## src/rtl/frame_irq_pkg.sv

```systemverilog
package frame_irq_pkg;
   function automatic int period_cycles(input int clk_hz, input int rate_hz);
      return clk_hz / rate_hz;
   endfunction

   function automatic int max2(input int a, input int b);
      return (a > b) ? a : b;
   endfunction

   function automatic int min2(input int a, input int b);
      return (a < b) ? a : b;
   endfunction
endpackage

```

## src/rtl/frame_tick_div.sv

```systemverilog
module frame_tick_div #(
   parameter int PER_A = 147456,
   parameter int PER_B = 122880,
   localparam int PER_MAX = frame_irq_pkg::max2(PER_A, PER_B),
   localparam int CW = $clog2(PER_MAX)
) (
   input  logic clk,
   input  logic rst_n,
   input  logic sel_b,
   output logic tick
);
   logic [CW-1:0] cnt;
   logic [CW-1:0] term;

   generate
      if (PER_A == PER_B) begin : g_single
         assign term = CW'(PER_A - 1);
      end else begin : g_dual
         assign term = sel_b ? CW'(PER_B - 1) : CW'(PER_A - 1);
      end
   endgenerate

   // greater-or-equal lets a rate switch past the new terminal fire at once
   assign tick = (cnt >= term);

   always_ff @(posedge clk) begin
      if (!rst_n)    cnt <= '0;
      else if (tick) cnt <= '0;
      else           cnt <= cnt + 1'b1;
   end

   assert_wrap_after_tick_R2: assert property (@(posedge clk) disable iff (!rst_n)
      tick |=> (cnt == '0));
   assert_count_in_range_R3: assert property (@(posedge clk) disable iff (!rst_n)
      cnt <= CW'(PER_MAX - 1));
endmodule

```

## src/rtl/irq_pulse_gen.sv

```systemverilog
module irq_pulse_gen #(
   parameter int PULSE_CLKS = 32,
   localparam int PW = $clog2(PULSE_CLKS + 1)
) (
   input  logic clk,
   input  logic rst_n,
   input  logic start,
   output logic active
);
   logic [PW-1:0] left;

   always_ff @(posedge clk) begin
      if (!rst_n)          left <= '0;
      else if (start)      left <= PW'(PULSE_CLKS);
      else if (left != '0) left <= left - 1'b1;
   end

   assign active = (left != '0);

   // length of the current run, kept only for the width check
   logic [PW:0] run_len;
   always_ff @(posedge clk) begin
      if (!rst_n)      run_len <= '0;
      else if (active) run_len <= run_len + 1'b1;
      else             run_len <= '0;
   end

   assert_width_exact_R4: assert property (@(posedge clk) disable iff (!rst_n)
      $fell(active) |-> (run_len == (PW+1)'(PULSE_CLKS)));
   assert_no_overlap_R4: assert property (@(posedge clk) disable iff (!rst_n)
      start |-> !active);
endmodule

```

## src/rtl/owner_flag.sv

```systemverilog
module owner_flag #(
   parameter int DATA_W = 8,
   parameter logic [DATA_W-1:0] CLEAR_CODE = 8'h80,
   parameter bit READ_CLEARS = 1'b1
) (
   input  logic              clk,
   input  logic              rst_n,
   input  logic              set,
   input  logic              rd,
   input  logic              wr,
   input  logic [DATA_W-1:0] wdata,
   output logic              pend
);
   logic clr;
   logic wr_hit;

   assign wr_hit = wr && (wdata == CLEAR_CODE);

   generate
      if (READ_CLEARS) begin : g_rd_clr
         assign clr = rd || wr_hit;
      end else begin : g_wr_clr
         assign clr = wr_hit;
      end
   endgenerate

   always_ff @(posedge clk) begin
      if (!rst_n)   pend <= 1'b0;
      else if (set) pend <= 1'b1;
      else if (clr) pend <= 1'b0;
   end

   assert_set_wins_R8: assert property (@(posedge clk) disable iff (!rst_n)
      set |=> pend);
   assert_clear_code_R7: assert property (@(posedge clk) disable iff (!rst_n)
      (wr_hit && !set) |=> !pend);
   assert_other_write_kept_R7: assert property (@(posedge clk) disable iff (!rst_n)
      (pend && wr && (wdata != CLEAR_CODE) && !rd) |=> pend);
   assert_read_clears_R6: assert property (@(posedge clk) disable iff (!rst_n)
      (READ_CLEARS && rd && !set) |=> !pend);
endmodule

```

## src/rtl/frame_irq_gen.sv

```systemverilog
module frame_irq_gen #(
   parameter int CLK_HZ     = 7372800,
   parameter int RATE_A_HZ  = 50,
   parameter int RATE_B_HZ  = 60,
   parameter int PULSE_CLKS = 32,
   parameter int DATA_W     = 8,
   localparam int PER_A   = frame_irq_pkg::period_cycles(CLK_HZ, RATE_A_HZ),
   localparam int PER_B   = frame_irq_pkg::period_cycles(CLK_HZ, RATE_B_HZ),
   localparam int PER_MIN = frame_irq_pkg::min2(PER_A, PER_B)
) (
   input  logic              clk,
   input  logic              rst_n,
   input  logic              rate_sel,
   input  logic              port_rd,
   input  logic              port_wr,
   input  logic [DATA_W-1:0] port_wdata,
   output logic              int_oe,
   output logic              irq_flag
);
   generate
      if (PULSE_CLKS < 23) begin : g_bad_width
         $error("PULSE_CLKS must be at least 23 CPU clocks");
      end
      if (PULSE_CLKS >= PER_MIN) begin : g_bad_period
         $error("PULSE_CLKS must be shorter than the frame period");
      end
      if (DATA_W < 8) begin : g_bad_data
         $error("DATA_W must hold the 0x80 clear code");
      end
   endgenerate

   logic tick;

   frame_tick_div #(.PER_A(PER_A), .PER_B(PER_B)) u_div (
      .clk   (clk),
      .rst_n (rst_n),
      .sel_b (rate_sel),
      .tick  (tick)
   );

   irq_pulse_gen #(.PULSE_CLKS(PULSE_CLKS)) u_pulse (
      .clk    (clk),
      .rst_n  (rst_n),
      .start  (tick),
      .active (int_oe)
   );

   owner_flag #(.DATA_W(DATA_W), .CLEAR_CODE(DATA_W'(8'h80)), .READ_CLEARS(1'b1)) u_flag (
      .clk   (clk),
      .rst_n (rst_n),
      .set   (tick),
      .rd    (port_rd),
      .wr    (port_wr),
      .wdata (port_wdata),
      .pend  (irq_flag)
   );

   assert_flag_with_pulse_R5: assert property (@(posedge clk) disable iff (!rst_n)
      $rose(int_oe) |-> irq_flag);
   assert_reset_quiet_R1: assert property (@(posedge clk)
      !rst_n |=> (!int_oe && !irq_flag));
endmodule

```

## config.mk

```make
export PLATFORM = sky130hd
export DESIGN_NAME = frame_irq_gen
export DESIGN_NICKNAME = d
export VERILOG_FILES = /design/src/rtl/frame_irq_pkg.sv /design/src/rtl/frame_tick_div.sv /design/src/rtl/irq_pulse_gen.sv /design/src/rtl/owner_flag.sv /design/src/rtl/frame_irq_gen.sv
export SDC_FILE = /design/constraint.sdc
export NUM_CORES = 1
export LEC_CHECK = 0
export ABC_AREA = 0
export BUFFER_PORTS_ARGS = -buffer_cell sky130_fd_sc_hd__buf_2
export CORE_MARGIN = 2
export CORE_UTILIZATION = 56
export DETAILED_ROUTE_END_ITERATION = 8
export HOLD_SLACK_MARGIN = 0.1
export PLACE_DENSITY = 0.77
export SYNTH_ARGS = -nofsm -noshare
export SYNTH_HDL_FRONTEND = slang
export SYNTH_HIERARCHICAL = 1
export SYNTH_SLANG_ARGS = --single-unit
```

## constraint.sdc

```tcl
create_clock -name clk -period 2.6 [get_ports clk]
set_input_delay 0.13 -clock clk [delete_from_list [all_inputs] [get_ports clk]]
set_output_delay 0.13 -clock clk [all_outputs]
set_load 0.05 [all_outputs]
```

# After elaboration in Yosys (flattened, before gate mapping)
# Cells that the tools add are included.
[classes]
eq_ne = 1
mux = 5
n_reduce_logical = 6
magnitude_cmp = 1
bitwise = 1
add_sub_neg = 2
[op_table]
columns = ["operator", "count"]
rows = [
  ["18-bit by 1-bit adder with 18-bit output (second input constant)", 1],
  ["18-bit >= comparator", 1],
  ["18-bit 2-to-1 mux", 1],
  ["6-bit 2-to-1 mux", 2],
  ["8-bit equality test (second input constant)", 1],
  ["6-bit nonzero test", 1],
  ["6-bit by 1-bit subtractor with 6-bit output (second input constant)", 1],
  ["2-bit nonzero test", 2],
  ["1-bit 2-to-1 mux", 2],
  ["2-bit OR reduction", 1],
  ["1-bit logical AND", 1],
  ["1-bit logical OR", 1],
  ["1-bit NOT", 1],
]
[word_totals]
inputBits = 13
regBits = 25
word_cells = 20

# Depth between registers and ports, before layout
# Gate-level depths: netlist of run 1.
[depth]
depth_word = 5
ltp_mapped = 9

# Modules after synthesis
# The synthesis of run 1 kept the hierarchy.
[modules_own_cells]
columns = ["module", "seq_area_each_um2", "cells_each", "area_per_inst_um2", "instances"]
rows = [
  ["frame_tick_div", 360.3, 102, 938.4, 1],
  ["irq_pulse_gen", 120.1, 34, 326.6, 1],
  ["owner_flag", 20.0, 8, 62.6, 1],
]

# Worst setup path before layout of run 1
# No wires, ideal clock.
[synth_path]
kind = "reg-to-reg"
startpoint = "register u_div.cnt[16]"
endpoint = "register u_flag.pend"
arrival_time_ns = 1.912
path_stages_with_launch = 9
setup_time_ns = 0.125
slack_ns = 0.563
period_less_slack_ns = 2.037
required_ns = 2.475
path_cell_list = "dfxtp_1 -> ha_1 -> a21oi_1 -> nand2_1 -> a221o_1 -> clkbuf_1 -> a31o_2 -> nor4_2 -> a31oi_1"
[synth_between]
elab_chain_len = 2
[synth_rtl]
columns = ["element", "line_no", "source"]
rows = [
  ["start, declared", "frame_tick_div.sv:12", "logic [CW-1:0] cnt;"],
  ["start signal, assigned", "frame_tick_div.sv:29", "else cnt <= cnt + 1'b1;"],
  ["18-bit >= comparator *", "frame_tick_div.sv:24", "assign tick = (cnt >= term);"],
  ["via tick", "frame_irq_gen.sv:32", "logic tick;"],
  ["1-bit 2-to-1 mux or 2-bit nonzero test (tied branches)", "--", ""],
  ["end signal, assigned", "owner_flag.sv:28", "if (!rst_n) pend <= 1'b0;"],
  ["end signal, assigned", "owner_flag.sv:29", "else if (set) pend <= 1'b1;"],
  ["end signal, assigned", "owner_flag.sv:30", "else if (clr) pend <= 1'b0;"],
  ["end, declared", "owner_flag.sv:12", "output logic pend"],
]
# The timed path passes the listed nets; every way through them passes the cells marked *.
# A chain may end at the register's enable or synchronous reset.

# Final worst setup path of run 1
# Ends and elaborated chain as after synthesis.

==> results by group, run 1 <==
Timing
  – Rel. slew slack: 60.6%
  – RSZ-0062 raised after global routing: false
  – Final Skew: 0.00206 ns
  – Max Freq: 0.398 GHz
  – Final TNS setup: 0 ns
  – Final setup margin: 0.0889 ns
  – Final setup viols: 0
  – Final Hold Fails: 0
  – Min Clock Period, post-route: 2.51 ns
  – Worst-Margin Slew: 0.591 ns
  – Slew Limit Fails: 0
  – Final Cycle Share: 96.6%
  – Hold_ws: 0.504 ns

Clock network
  – CTS Sinks: 25
  – Skew-Pair Late Insertion Delay: 0.30 ns
  – Htree depth: 1
  – CTS tree: done
  – Worst-path clk slew: 0.13 ns
  – Cts bufs inserted: 3
  – Clock Tree Root: clkbuf_4
  – CTS Buffer Depth: 2

Yosys
  – Cell variety after synth: 36
  – Synth Cell Area: 1330 um2
  – Post-synthesis net count: 165
  – Most frequent cell after synthesis: nor3_1
  – Seq cells post-synth: 25
  – Main flop type after synthesis: dfxtp_1
  – Post-Synthesis Cells: 144
  – Area leader, netlist: dfxtp_1
  – Synth cell count leaders: nor3_1 (30), dfxtp_1 (25), xnor2_1 (13), ha_1 (8)
  – Sequential share of the synthesized area: 37.7%
  – Ranking of synthesized cells by area: dfxtp_1 (38%), nor3_1 (11%), xnor2_1 (8.6%)
  – Ys Warns: 6
  – Avg Synthesized Cell Area: 9.22 um2
  – Synth top area share: 37.7%
  – Post-synth EDFFs: 0
  – Async set-reset flop share out of synthesis: 0%

Placement
  – GPL Wtd Cong: 0.731
  – Placed insts: 183
  – Pre-CTS setup slack: 0.545 ns
  – PortBufs: 14
  – Dpl hpwl: 1800 um

Worst hold path
  – HP Start: rate_sel
  – Worst Hold Path EP: u_pulse/left[5]$_SDFFE_PN0P_
  – Hold Path Class: in -> reg
  – Worst hold path stage count: 5

Route
  – DRT iter0 DRCs: 16
  – Vias: 1,081
  – Antenna Nets Post-Route: 0
  – DRC: 0
  – DRT Pass-1 Iters: 4
  – Vias per cell: 5.63
  – Routed wire per std cell: 13.2 um
  – Final WL: 2530 um

Floorplanning
  – Rows: 17
  – Die Ht: 52.7 um
  – Core Area: 2230 um2
  – Initial core utilization: 59.4%
  – Die Wd: 52.7 um
  – Die footprint: 2780 um2
  – Io pins: 15

Final layout
  – Nets@finish: 186
  – Share of post-route cells with drive strength above 1: 20.7%
  – Area grow syn2layout: 13.3%
  – Antenna fix cells: 0
  – Final non-filler cell total: 192

Setup path
  – R2R setup slack: 0.09 ns
  – CP required: 2.80 ns
  – FF-to-FF End: u_flag/pend$_SDFFE_PN0P_
  – Reg2Reg Depth: 8
  – Worst-path fanout max: 4
  – Worst r2r src: u_div/cnt[16]$_SDFF_PP0_
  – CP Capture Type: flip-flop
  – CP arrival: 2.71 ns
  – Worst Setup Start Kind: flip-flop
  – Worst Path Class, Setup: reg -> reg

GRT
  – GRT Overall Usage: 20.1%
  – GRT overflow: 0
  – Largest net degree at the start of global routing: 19
  – Vias in the first global route: 1,008
  – Initial antenna violation count: 0
  – Grt met2 use: 34.6%
  – Global Route met3 Usage: 2.57%
  – Grt met1 use: 25.2%
  – First-pass GRT wire length: 4110 um
  – Most used routing layer: met2

Job
  – Max-cap violations: 0

Power and ir drop
  – Cell Pwr Density: 726 nW/um2
  – Leak: 0.579 nW
  – VDD IR max: 0.586 mV

Status
  – Status: finished clean
-- power breakdown --
part           internal, mW  switching (mW)  total, mW  leakage (nW)
registers             0.432          0.0549      0.487         0.205
clock network        0.0598           0.106      0.166        0.0150
logic                 0.189           0.250      0.439         0.359
-- layout by cell type (no fill, tap or decap), types with 4 or more instances in the layout --
cell type	instances
nand3_1	6
nor3_1	30
inv_1	7
xor2_1	4
xnor2_1	13
dfxtp_1	22
buf_2	14
ha_1	8
nor4_1	4
dlygate4sd3_1	4
nand2_1	7
-- per-layer routing --
metal	part of all wire [%]	up-vias
met5	0	-
met4	0.67	0
met3	2.7	2
met2	48	16
met1	48	493
li1	-	570
-- cell families (layout without fill, tap and decap cells) --
family | count (synthesis) | count (layout) | synth area share (%)
simple gates | 67 | 67 | 31.7
flops | 25 | 25 | 37.7
xor+xnor | 17 | 17 | 11.2
compound gates | 15 | 15 | 8.39
buf+inv | 12 | 32 | 3.49
fa+ha+maj | 8 | 8 | 7.54
-- flip-flops by register name, summed over array words and instances, names as in the netlist --
| register | cells |
|---|---|
| u_flag/pend | 1 |
| u_pulse/left | 6 |
| u_div/cnt | 18 |
-- worst max-delay path: stages, from the launching register on --
cell and delay [ns]:
dfxtp_2 0.34, ha_1 0.30, a21oi_1 0.15, nand2_1 0.07, a221o_1 0.35, a31o_2 0.26
nor4_2 0.26, a31oi_1 0.11, dlygate4sd3_1 0.57
-- worst max-delay path by stage --
stage | from | to | slack [ns] | cells past startpoint
floorplan | u_div/cnt[16]$_SDFF_PP0_ | u_flag/pend$_SDFFE_PN0P_ | 0.56 | 8
global placement | u_div/cnt[16]$_SDFF_PP0_ | u_pulse/left[1]$_SDFFE_PP0P_ | 0.63 | 7
detailed placement | u_div/cnt[15]$_SDFF_PP0_ | u_pulse/left[1]$_SDFFE_PP0P_ | 0.54 | 6
CTS | u_div/cnt[15]$_SDFF_PP0_ | u_flag/pend$_SDFFE_PN0P_ | 0.06 | 7
global route | u_div/cnt[16]$_SDFF_PP0_ | u_flag/pend$_SDFFE_PN0P_ | 0.01 | 8
finish | u_div/cnt[16]$_SDFF_PP0_ | u_flag/pend$_SDFFE_PN0P_ | 0.09 | 8
-- repair_timing --
item / 4_1_cts / 5_1_grt
hold buffers: 4 / 0
endpoints found under the setup margin: 0 / 1
resized for setup: 0 / 4
buffers inserted: 0 / 1
hold endpoints to repair: 3 / 0
-- final cells by class --
type	count	area [um2]
clock buffers	4	26.3
inverters	8	30.0
flip-flops and latches	25	504
well taps	28	35.0
fillers	191	729
repair buffers	20	125
multi-input cells	107	783
-- through the flow --
stage / utilization [%] / total power [mW] / cell area [um2]
floorplan: - / 0.849 / 1330
global placement: 63.8 / 0.909 / 1420
detailed placement: 63.8 / 0.928 / 1420
CTS: 66.7 / 1.10 / 1490
global route: 67.3 / 1.17 / 1500
finish: 67.3 / 1.09 / 1500
Note: power is estimated with default switching activity, not from simulation.
==> inputs of run 2 (changes only) <==
==> constraint.sdc (replaced) <==
create_clock -name clk -period 2.6 [get_ports clk]
set_input_delay 0.52 -clock clk [delete_from_list [all_inputs] [get_ports clk]]
set_output_delay 0.52 -clock clk [all_outputs]
set_load 0.05 [all_outputs]
==> results by group, run 2 (synthesis gave the netlist of run 1 again) <==
Floorplanning
  – Die Ht: 52.7 um (unchanged)
  – Die Wd: 52.7 um (unchanged)
  – Core Area: 2230 um2 (unchanged)
  – Die footprint: 2780 um2 (unchanged)
  – Rows: 17 (unchanged)
  – Initial core utilization: 59.4% (unchanged)
  – Io pins: 15 (unchanged)

Final layout
  – Share of post-route cells with drive strength above 1: 18.8% (was 20.7%)
  – Nets@finish: 182 (was 186)
  – Design Area, Final: 1460 um2 (was 1500 um2)
  – Most common cell after layout, fill and taps aside: nor3_1 (unchanged)
  – Area grow syn2layout: 9.80% (was 13.3%)
  – Number of flip-flops in the largest register: 18 (unchanged)
  – Top reg by flops: u_div/cnt (unchanged)
  – Antenna fix cells: 0 (unchanged)
  – Final non-filler cell total: 188 (was 192)
  – Top flop regs: u_div/cnt: 18 flops, u_pulse/left: 6 flops, u_flag/pend: 1 flops (unchanged)
  – Utilization after layout: 65.3% (was 67.3%)
  – Most frequent cells in the layout: nor3_1 (30), dfxtp_1 (25), buf_2 (14) (was nor3_1 (30), dfxtp_1 (22), buf_2 (14))
  – Filler Cells Inserted: 185 (was 191)

Timing
  – Hold_ws: 0.477 ns (was 0.504 ns)
  – RSZ-0062 raised after global routing: false (unchanged)
  – Final TNS setup: 0 ns (unchanged)
  – Worst-Margin Slew: 0.373 ns (was 0.591 ns)
  – Final setup viols: 0 (unchanged)
  – Final Skew: 0.00796 ns (was 0.00206 ns)
  – Final Hold Fails: 0 (unchanged)
  – Final Cycle Share: 85.9% (was 96.6%)
  – Min Clock Period, post-route: 2.23 ns (was 2.51 ns)
  – Rel. slew slack: 74.9% (was 60.6%)
  – Slew Limit Fails: 0 (unchanged)
  – Max Freq: 0.448 GHz (was 0.398 GHz)

Status
  – Status: finished clean (unchanged)

GRT
  – First-pass GRT wire length: 4160 um (was 4110 um)
  – GRT overflow: 0 (unchanged)
  – GRT Overall Usage: 20.5% (was 20.1%)
  – Largest net degree at the start of global routing: 19 (unchanged)
  – Initial antenna violation count: 0 (unchanged)
  – Vias in the first global route: 1,017 (was 1,008)

Setup path
  – Buffers & Inverters on Critical Path: 3 (was 1)
  – Worst stage delay on the critical path: 0.37 ns (was 0.57 ns)
  – Worst-path fanout max: 5 (was 4)
  – R2R setup slack: 0.58 ns (was 0.09 ns)
  – Worst r2r src: u_div/cnt[16]$_SDFF_PP0_ (unchanged)
  – Slowest cell on crit path: dfxtp_1 (was dlygate4sd3_1)
  – CP Capture Type: output pin (was flip-flop)
  – Crit path to: int_oe (was u_flag/pend$_SDFFE_PN0P_)
  – CP top delay family: simple AND/OR/NAND/NOR gates (was compound AO/OA/AOI/OAI gates)
  – Reg2Reg Depth: 7 (was 8)
  – CP required: 2.08 ns (was 2.80 ns)
  – Launch point of the critical path: u_pulse/left[0]$_SDFFE_PP0P_ (was u_div/cnt[16]$_SDFF_PP0_)
  – WP depth: 6 (was 8)
  – Cell Chain, Critical Path: inv_1 > ha_1 > or2b_2 > nor2_8 > inv_2 > buf_2 (was ha_1 > a21oi_1 > nand2_1 > a221o_1 > a31o_2 > nor4_2 > a31oi_1 > dlygate4sd3_1)
  – Worst Path Class, Setup: reg -> out (was reg -> reg)
  – CP arrival: 1.71 ns (was 2.71 ns)
  – Worst Setup Start Kind: flip-flop (unchanged)
  – FF-to-FF End: u_pulse/left[1]$_SDFFE_PP0P_ (was u_flag/pend$_SDFFE_PN0P_)

Clock network
  – CTS Sinks: 25 (unchanged)
  – Cts bufs inserted: 3 (unchanged)
  – CTS Hold Buffers Added: 0 (was 4)
  – Clock Tree Root: clkbuf_4 (unchanged)
  – Skew-Pair Late Insertion Delay: 0.31 ns (was 0.30 ns)
  – Htree depth: 1 (unchanged)
  – Post-CTS setup buffer count: 0 (unchanged)
  – CTS Buffer Depth: 2 (unchanged)
  – CTS tree: done (unchanged)
  – Worst-path clk slew: 0.13 ns (about the same)
  – Cts repair resizes: 0 (unchanged)

Placement
  – Placed insts: 184 (was 183)
  – Post-DP Area: 1430 um2 (was 1420 um2)
  – GPL Wtd Cong: 0.728 (was 0.731)
  – Dpl hpwl: 1830 um (was 1800 um)
  – PortBufs: 14 (unchanged)

Power and ir drop
  – Cell Pwr Density: 749 nW/um2 (was 726 nW/um2)
  – Leak: 0.555 nW (was 0.579 nW)
  – VDD IR max: 0.705 mV (was 0.586 mV)

Route
  – Routed wire per std cell: 13.0 um (was 13.2 um)
  – Vias: 1,086 (was 1,081)
  – DRT Pass-1 Iters: 4 (unchanged)
  – Final WL: 2440 um (was 2530 um)
  – DRT iter0 DRCs: 9 (was 16)
  – Vias per cell: 5.78 (was 5.63)
  – Antenna Nets Post-Route: 0 (unchanged)
  – DRC: 0 (unchanged)

Job
  – Max-cap violations: 0 (unchanged)

Worst hold path
  – Hold Path Class: in -> reg (unchanged)
[run 2: changes by cell type in the layout (fill, tap and decap cells not counted), sizes merged]
cell and delta:
dlygate4sd3 -4
[run 2: where the power goes]
group	total [mW]	switching (mW)	leakage, nW	internal, mW
Combinational	0.438	0.251	0.336	0.187
Clock	0.167	0.107	0.0150	0.0600
Sequential	0.487	0.0549	0.203	0.432
[run 2: layout make-up]
| class | instances | area (um2) | share of cell area (%) |
|---|---|---|---|
| clock buffer | 4 | 26.3 | 1.80 |
| inverter | 8 | 30.0 | 2.06 |
| multi-input combinational | 107 | 781 | 53.6 |
| sequential | 25 | 500 | 34.3 |
| tap | 28 | 35.0 | 2.40 |
| timing repair buffer | 16 | 85.1 | 5.84 |
[run 2: worst register-to-register path, cell delays in order, from the launching register on]
cell and delay, ns:
dfxtp_1 0.40, ha_1 0.28, a21oi_1 0.16, nand2_1 0.07, a221o_1 0.35, a31o_2 0.25
nand2b_1 0.23, a211oi_2 0.22
[run 2: routing by layer]
layer	vias to the layer above	wire [um]	global-route usage, %
li1	559	-	-
met1	500	1150	25.0
met2	23	1160	34.2
met3	4	99	2.86
met4	0	31	11.1
met5	-	0	0
[run 2: how the worst min path moves through the flow]
stage                     cells past startpoint                            to  slack, ns                     from
final                                         3      u_flag/pend$_SDFFE_PN0P_       0.48            port_wdata[6]
after floorplan                               1       u_div/cnt[0]$_SDFF_PP0_       0.45  u_div/cnt[0]$_SDFF_PP0_
after global routing                          2  u_pulse/left[5]$_SDFFE_PN0P_       0.46                    rst_n
after detailed placement                      1       u_div/cnt[0]$_SDFF_PP0_       0.49  u_div/cnt[0]$_SDFF_PP0_
after CTS                                     2  u_pulse/left[5]$_SDFFE_PN0P_       0.46                    rst_n
after global placement                        1       u_div/cnt[0]$_SDFF_PP0_       0.47  u_div/cnt[0]$_SDFF_PP0_
[run 2: stage by stage]
step	worst slack (ns)	total power [mW]
6_report	0.368	1.09
5_1_grt	0.259	1.18
4_1_cts	0.348	1.10
3_5_place_dp	0.220	0.933
3_3_place_gp	0.300	0.915
2_1_floorplan	0.291	0.849
